$ cat config.mk
export PLATFORM = sky130hd
export DESIGN_NAME = pwm_multimode
export DESIGN_NICKNAME = d
export VERILOG_FILES = /design/src/rtl/pwm_mm_pkg.sv /design/src/rtl/pwm_fast_ratio.sv /design/src/rtl/pwm_shape_decode.sv /design/src/rtl/pwm_phase_seq.sv /design/src/rtl/pwm_multimode.sv
export SDC_FILE = /design/constraint.sdc
export NUM_CORES = 1
export LEC_CHECK = 0
export BUFFER_PORTS_ARGS = -buffer_cell sky130_fd_sc_hd__buf_2
export CAP_MARGIN = 20
export CORE_AREA = 2 2 139 114
export DETAILED_ROUTE_END_ITERATION = 10
export DIE_AREA = 0 0 141 116
export GPL_TIMING_DRIVEN = 0
export SYNTH_ARGS = -nofsm -noshare
export SYNTH_HDL_FRONTEND = slang
export SYNTH_HIERARCHICAL = 1
export SYNTH_SLANG_ARGS = --single-unit
$ cat constraint.sdc
create_clock -name clk -period 4.7 [get_ports clk]
set_clock_uncertainty 0.1 [all_clocks]
set_input_delay 0.47 -clock clk [delete_from_list [all_inputs] [get_ports clk]]
set_output_delay 0.47 -clock clk [all_outputs]
set_load 0.05 [all_outputs]
$ cat src/rtl/pwm_mm_pkg.sv
package pwm_mm_pkg;

   localparam int MODE_W = 3;

   typedef enum logic [MODE_W-1:0] {
      PM_OFF  = 3'd0,
      PM_STD  = 3'd1,
      PM_FAST = 3'd2,
      PM_VAR  = 3'd3
   } pm_mode_e;

   // Level and enable part of a two-phase period description
   typedef struct packed {
      logic     run;
      pm_mode_e mode;
      logic     lvl_a;
      logic     lvl_b;
   } shape_ctl_t;

endpackage

$ cat src/rtl/pwm_fast_ratio.sv
module pwm_fast_ratio
   import pwm_mm_pkg::*;
#(
   parameter int DUTY_W     = 8,
   parameter int LEN_W      = 14,
   parameter int FAST_CLAMP = 255
) (
   input  logic [DUTY_W-1:0] duty,
   output logic              lvl_a,
   output logic [LEN_W-1:0]  len_a,
   output logic              lvl_b,
   output logic [LEN_W-1:0]  len_b
);

   localparam int DMAX = (1 << DUTY_W) - 1;
   localparam int W2   = DUTY_W + 2;

   logic [W2-1:0]    num;
   logic [W2-1:0]    den;
   logic [W2-1:0]    quo;
   logic [LEN_W-1:0] quo_ext;

   always_comb begin
      num     = '0;
      den     = W2'(1);
      quo     = '0;
      quo_ext = '0;
      lvl_a   = 1'b1;
      lvl_b   = 1'b0;
      len_a   = '0;
      len_b   = LEN_W'(1);
      if (duty == '0) begin
         lvl_a = 1'b0;
         lvl_b = 1'b0;
      end else if (duty == DUTY_W'(DMAX)) begin
         lvl_a = 1'b1;
         lvl_b = 1'b1;
      end else begin
         if (!duty[DUTY_W-1]) begin
            num   = W2'(DMAX) - W2'(duty);
            den   = W2'(duty);
            lvl_a = 1'b1;
            lvl_b = 1'b0;
         end else begin
            num   = W2'(duty);
            den   = W2'(DMAX) - W2'(duty);
            lvl_a = 1'b0;
            lvl_b = 1'b1;
         end
         // round to nearest: (2n + m) / (2m)
         quo     = ((num << 1) + den) / (den << 1);
         quo_ext = LEN_W'(quo);
         len_a   = LEN_W'(1);
         len_b   = (quo_ext > LEN_W'(FAST_CLAMP)) ? LEN_W'(FAST_CLAMP) : quo_ext;
      end
   end

endmodule

$ cat src/rtl/pwm_shape_decode.sv
module pwm_shape_decode
   import pwm_mm_pkg::*;
#(
   parameter int DUTY_W     = 8,
   parameter int PER_W      = 13,
   parameter int LEN_W      = 14,
   parameter int FAST_CLAMP = 255
) (
   input  logic [MODE_W-1:0] mode_in,
   input  logic [DUTY_W-1:0] duty,
   input  logic [PER_W-1:0]  per_lo,
   input  logic [PER_W-1:0]  per_hi,
   output shape_ctl_t        ctl,
   output logic [LEN_W-1:0]  len_a,
   output logic [LEN_W-1:0]  len_b
);

   localparam int STD_LEN = 1 << DUTY_W;

   logic             f_lvl_a;
   logic             f_lvl_b;
   logic [LEN_W-1:0] f_len_a;
   logic [LEN_W-1:0] f_len_b;

   pwm_fast_ratio #(
      .DUTY_W     (DUTY_W),
      .LEN_W      (LEN_W),
      .FAST_CLAMP (FAST_CLAMP)
   ) u_ratio (
      .duty  (duty),
      .lvl_a (f_lvl_a),
      .len_a (f_len_a),
      .lvl_b (f_lvl_b),
      .len_b (f_len_b)
   );

   always_comb begin
      ctl.run   = 1'b0;
      ctl.mode  = PM_OFF;
      ctl.lvl_a = 1'b0;
      ctl.lvl_b = 1'b0;
      len_a     = '0;
      len_b     = LEN_W'(1);
      case (mode_in)
         PM_STD: begin
            ctl.run   = 1'b1;
            ctl.mode  = PM_STD;
            ctl.lvl_a = 1'b1;
            ctl.lvl_b = 1'b0;
            len_a     = LEN_W'(duty);
            len_b     = LEN_W'(STD_LEN) - LEN_W'(duty);
         end
         PM_FAST: begin
            ctl.run   = 1'b1;
            ctl.mode  = PM_FAST;
            ctl.lvl_a = f_lvl_a;
            ctl.lvl_b = f_lvl_b;
            len_a     = f_len_a;
            len_b     = f_len_b;
         end
         PM_VAR: begin
            ctl.run   = 1'b1;
            ctl.mode  = PM_VAR;
            ctl.lvl_a = 1'b1;
            ctl.lvl_b = 1'b0;
            len_a     = LEN_W'(per_hi) + LEN_W'(1);
            len_b     = LEN_W'(per_lo) + LEN_W'(1);
         end
         default: begin
            ctl.run = 1'b0;
         end
      endcase
   end

endmodule

$ cat src/rtl/pwm_phase_seq.sv
module pwm_phase_seq
   import pwm_mm_pkg::*;
#(
   parameter int LEN_W = 14
) (
   input  logic             clk,
   input  logic             rst_n,
   input  shape_ctl_t       nxt_ctl,
   input  logic [LEN_W-1:0] nxt_len_a,
   input  logic [LEN_W-1:0] nxt_len_b,
   output shape_ctl_t       act_ctl,
   output logic [LEN_W-1:0] act_len_a,
   output logic [LEN_W-1:0] act_len_b,
   output logic             period_end,
   output logic             pwm_out
);

   logic             in_b;
   logic [LEN_W-1:0] cnt;
   logic             a_done;

   assign a_done     = !in_b && (cnt == act_len_a - LEN_W'(1));
   assign period_end = !act_ctl.run || (in_b && (cnt == act_len_b - LEN_W'(1)));
   assign pwm_out    = act_ctl.run && (in_b ? act_ctl.lvl_b : act_ctl.lvl_a);

   always_ff @(posedge clk or negedge rst_n) begin
      if (!rst_n) begin
         act_ctl   <= '{run: 1'b0, mode: PM_OFF, lvl_a: 1'b0, lvl_b: 1'b0};
         act_len_a <= '0;
         act_len_b <= LEN_W'(1);
         in_b      <= 1'b1;
         cnt       <= '0;
      end else if (period_end) begin
         act_ctl   <= nxt_ctl;
         act_len_a <= nxt_len_a;
         act_len_b <= nxt_len_b;
         in_b      <= (nxt_len_a == '0);
         cnt       <= '0;
      end else if (a_done) begin
         in_b <= 1'b1;
         cnt  <= '0;
      end else begin
         cnt <= cnt + LEN_W'(1);
      end
   end

   // the tick counter never leaves the phase it belongs to
   p_cnt_in_phase_r8: assert property (@(posedge clk) disable iff (!rst_n)
      act_ctl.run |-> (in_b ? (cnt < act_len_b) : (cnt < act_len_a)));

   // an idle sequencer sits in the second phase with a cleared counter
   p_idle_cleared_r1: assert property (@(posedge clk) disable iff (!rst_n)
      !act_ctl.run |-> (in_b && cnt == '0 && !pwm_out));

endmodule

$ cat src/rtl/pwm_multimode.sv
module pwm_multimode
   import pwm_mm_pkg::*;
#(
   parameter int DUTY_W     = 8,
   parameter int PER_W      = 13,
   parameter int FAST_CLAMP = 255
) (
   input  logic              clk,
   input  logic              rst_n,
   input  logic [2:0]        mode_sel,
   input  logic [DUTY_W-1:0] duty,
   input  logic [PER_W-1:0]  per_lo,
   input  logic [PER_W-1:0]  per_hi,
   output logic              pwm_out
);

   localparam int WIDE    = (PER_W > DUTY_W + 1) ? PER_W : DUTY_W + 1;
   localparam int LEN_W   = WIDE + 1;
   localparam int STD_LEN = 1 << DUTY_W;

   generate
      if (DUTY_W < 2 || DUTY_W > 16) begin : g_bad_duty
         $error("DUTY_W must lie in 2..16");
      end
      if (PER_W < 1 || PER_W > 24) begin : g_bad_per
         $error("PER_W must lie in 1..24");
      end
      if (FAST_CLAMP < 1 || FAST_CLAMP >= (1 << LEN_W)) begin : g_bad_clamp
         $error("FAST_CLAMP must be positive and fit the length counter");
      end
      if (MODE_W != 3) begin : g_bad_mode
         $error("mode selector width must be 3");
      end
   endgenerate

   shape_ctl_t       nxt_ctl;
   logic [LEN_W-1:0] nxt_len_a;
   logic [LEN_W-1:0] nxt_len_b;
   shape_ctl_t       act_ctl;
   logic [LEN_W-1:0] act_len_a;
   logic [LEN_W-1:0] act_len_b;
   logic             period_end;

   pwm_shape_decode #(
      .DUTY_W     (DUTY_W),
      .PER_W      (PER_W),
      .LEN_W      (LEN_W),
      .FAST_CLAMP (FAST_CLAMP)
   ) u_decode (
      .mode_in (mode_sel),
      .duty    (duty),
      .per_lo  (per_lo),
      .per_hi  (per_hi),
      .ctl     (nxt_ctl),
      .len_a   (nxt_len_a),
      .len_b   (nxt_len_b)
   );

   pwm_phase_seq #(
      .LEN_W (LEN_W)
   ) u_seq (
      .clk        (clk),
      .rst_n      (rst_n),
      .nxt_ctl    (nxt_ctl),
      .nxt_len_a  (nxt_len_a),
      .nxt_len_b  (nxt_len_b),
      .act_ctl    (act_ctl),
      .act_len_a  (act_len_a),
      .act_len_b  (act_len_b),
      .period_end (period_end),
      .pwm_out    (pwm_out)
   );

   // reserved selector codes leave the output low once they are taken
   p_reserved_low_r1: assert property (@(posedge clk) disable iff (!rst_n)
      (period_end && mode_sel[2]) |=> !pwm_out);

   // a standard period always spans the full duty range
   p_std_span_r2: assert property (@(posedge clk) disable iff (!rst_n)
      (period_end && mode_sel == PM_STD) |=>
         (act_len_a + act_len_b == LEN_W'(STD_LEN)));

   // variable-frequency phases are the period inputs plus one
   p_var_len_r3: assert property (@(posedge clk) disable iff (!rst_n)
      (period_end && mode_sel == PM_VAR) |=>
         (act_len_a == LEN_W'($past(per_hi)) + LEN_W'(1) &&
          act_len_b == LEN_W'($past(per_lo)) + LEN_W'(1)));

   // a fast period that has a first phase has exactly one tick in it
   p_fast_pulse_r4: assert property (@(posedge clk) disable iff (!rst_n)
      (act_ctl.run && act_ctl.mode == PM_FAST && act_len_a != '0) |->
         (act_len_a == LEN_W'(1) && act_ctl.lvl_a != act_ctl.lvl_b));

   // the long fast phase never exceeds the clamp
   p_fast_clamp_r7: assert property (@(posedge clk) disable iff (!rst_n)
      (act_ctl.run && act_ctl.mode == PM_FAST) |->
         (act_len_b <= LEN_W'(FAST_CLAMP)));

   // active settings only move at a period boundary
   p_hold_mid_period_r8: assert property (@(posedge clk) disable iff (!rst_n)
      !$past(period_end) |->
         ($stable(act_ctl) && $stable(act_len_a) && $stable(act_len_b)));

endmodule

==> flow_summary.json <==
{
  "sw_frac_of_total_pct": 41.6,
  "hpwl_um": 14800,
  "drtIter0Drc": 486,
  "p_sw_mw": 1.96,
  "grt_max_degree": 47,
  "critical_path.startpoint": "duty[7]",
  "postCtsHoldBufs": 0,
  "p_leak_nw": 3.99,
  "path_common_cell": "o21a_1",
  "syn-instance-count": 824,
  "dp_slack_ps": -11380,
  "stdcell_count": 1201,
  "whs_ps": -13.8,
  "vdd_ir_drop_max_v": 0.000894,
  "finalSetupViolCount": 7,
  "ios": 40,
  "start_util_pct": 45.0,
  "yosys_warnings": 6,
  "die_area_um2": 16400,
  "p_seq_share_pct": 8.4,
  "hold_class": "primary input to async pin",
  "r2r_start": "u_seq/act_len_b[1]$_DFFE_PN0P_",
  "antenna_found_initial": 0,
  "fmaxAchievable_mhz": 72.4,
  "wl_per_cell_um": 18.1,
  "drv_cap": 0,
  "io_buffers": 39,
  "first_pass_iters": 5,
  "via_count": 7074,
  "cts_tree": "yes",
  "routed_via_density": 5.89,
  "fin_nets": 1111,
  "cts_num_sinks": 46,
  "violations": "negative hold slack, negative setup slack",
  "grt_pass1_vias": 6637,
  "drive_gt1_share_pct": 34.2,
  "internal_power_mw": 2.74,
  "worst_pin_slew_ps": 726,
  "rsz0062_at_grt": "yes",
  "dp.cells": 1071,
  "clkPwrFrac_pct": 7.5,
  "routed_wl_um": 21800,
  "place_area_um2": 7380,
  "syn_to_final_growth_pct": 34.8,
  "clk_latency_ps": 280,
  "numCtsBuffers": 5,
  "fp.dieH_um": 116,
  "cts.reportedPaths.clkPinSlew_ps": 60,
  "critPathSlowestCell": "fa_2",
  "r2r_cells": 10,
  "p_comb_share_pct": 84.1,
  "avgSynthCellArea_um2": 8.11,
  "relSlewSlack_pct": 51.2,
  "coreArea_um2": 14900,
  "path_class": "primary input to flip-flop",
  "cts_root_buffer": "clkbuf_16",
  "netlist_area_um2": 6680,
  "arrival_ps": 13940,
  "fin_util_pct": 60.6,
  "hold_viol_final": 14,
  "endpoint_kind": "flip-flop",
  "slew_violations": 0,
  "cp-start-kind": "primary input",
  "critical_path.max_stage_delay_ps": 420,
  "nFillCells": 1260,
  "h-tree-depth": 2,
  "rows": 40,
  "fp.dieW_um": 141,
  "detail-route-antenna-nets": 0,
  "diodes": 0,
  "cts_max_path_buffers": 2,
  "grt_first_pass_wirelength_um": 34100,
  "grt_usage_pct": 25.9,
  "stdcell_area_um2": 9000,
  "crit_path_max_fanout": 6,
  "gp_congestion": 0.901,
  "grt.overflow.total": 0,
  "status": "finished, violations left",
  "fin_ws_ps": -9120,
  "power_density_nw_per_um2": 522,
  "required_ps": 4820,
  "drcViolationCount": 0,
  "period_share_pct": 294,
  "fin_crit_ps": 13820
}
[state kept, by name (all words and copies together), names as in the netlist]
register         cells
u_seq/act_len_a     14
u_seq/act_len_b     14
u_seq/cnt           14
u_seq/act_ctl        3
u_seq/in_b           1
[metal layers]
| metal | up-vias | track usage [%] | share of wire [%] |
|---|---|---|---|
| li1 | 3377 | - | - |
| met1 | 3345 | 38.0 | 47 |
| met2 | 294 | 41.3 | 44 |
| met3 | 58 | 3.02 | 6.7 |
| met4 | 0 | 5.20 | 2.4 |
| met5 | - | 0 | 0 |
[timing repair]
item                                    in CTS  in global routing
endpoints found under the hold margin        0                  0
resized for setup                           68                 45
setup buffers                               82                 42
endpoints found under the setup margin       7                  7
pin swaps                                   56                 60
[power groups by stage]
stage                     logic [mW]  registers [mW]  clock network (mW)
after floorplan                 1.99           0.403                   0
after global placement          2.35           0.403                   0
after detailed placement        2.44           0.403                   0
after CTS                       3.39           0.396               0.357
after global routing            4.25           0.395               0.377
final                           3.95           0.396               0.351
[layout by cell type (no fill, tap or decap), drive strengths merged, types with 11 or more instances in the layout]
| master | instances |
|---|---|
| xnor2 | 61 |
| nand4 | 13 |
| nor3 | 39 |
| inv | 40 |
| clkbuf | 16 |
| ha | 60 |
| nor2 | 70 |
| nand3 | 32 |
| mux2 | 38 |
| buf | 197 |
| a21oi | 44 |
| o21a | 19 |
| nor4 | 15 |
| nor2b | 11 |
| and3 | 14 |
| dfrtp | 44 |
| nand2b | 12 |
| conb | 19 |
| xor2 | 28 |
| o21ai | 47 |
| nand2 | 54 |
[cell type report]
type                            instances  area, um2  share of cell area, %
Multi-Input combinational cell        709       5720                   63.5
Timing Repair Buffer                  165       1300                   14.4
Sequential cell                        46       1150                   12.8
Buffer                                 43        292                   3.24
Tap cell                              189        236                   2.63
Inverter                               41        159                   1.76
Clock buffer                            5        125                   1.39
Clock inverter                          3       21.3                  0.236
[path summary, 6_finish.rpt]
check | endpoint | slack (ps)
max in group asynchronous | u_seq/in_b$_DFFE_PN1P_ | 3960
min | u_seq/cnt[2]$_DFF_PN0_ | -10
max | u_seq/act_len_b[0]$_DFFE_PN1P_ | -9120
min reg2reg | u_seq/act_ctl[0]$_DFFE_PN0P_ | 420
max reg2reg | u_seq/act_len_a[10]$_DFFE_PN0P_ | 1170
min in group clk | u_seq/act_ctl[0]$_DFFE_PN0P_ | 420
[critical path: cells and delay by family]
family	cells	cell delay, ps
AOI/OAI and AO/OA	37	6190
adders and majority gates	11	2920
and+or+nand+nor	17	2150
muxes	4	1090
buffers and inverters	9	920
xor gates and xnor gates	1	180
[per-stage QoR]
step / TNS, ps / hold slack (ps) / total power, mW
2_1_floorplan: -34350 / 74.4 / 2.39
3_3_place_gp: -43950 / 376 / 2.75
3_5_place_dp: -45220 / 393 / 2.85
4_1_cts: -34030 / 306 / 4.14
5_1_grt: -37800 / 6.70 / 5.03
6_report: -35390 / -13.8 / 4.70
Power figures use the tool's default switching activity.
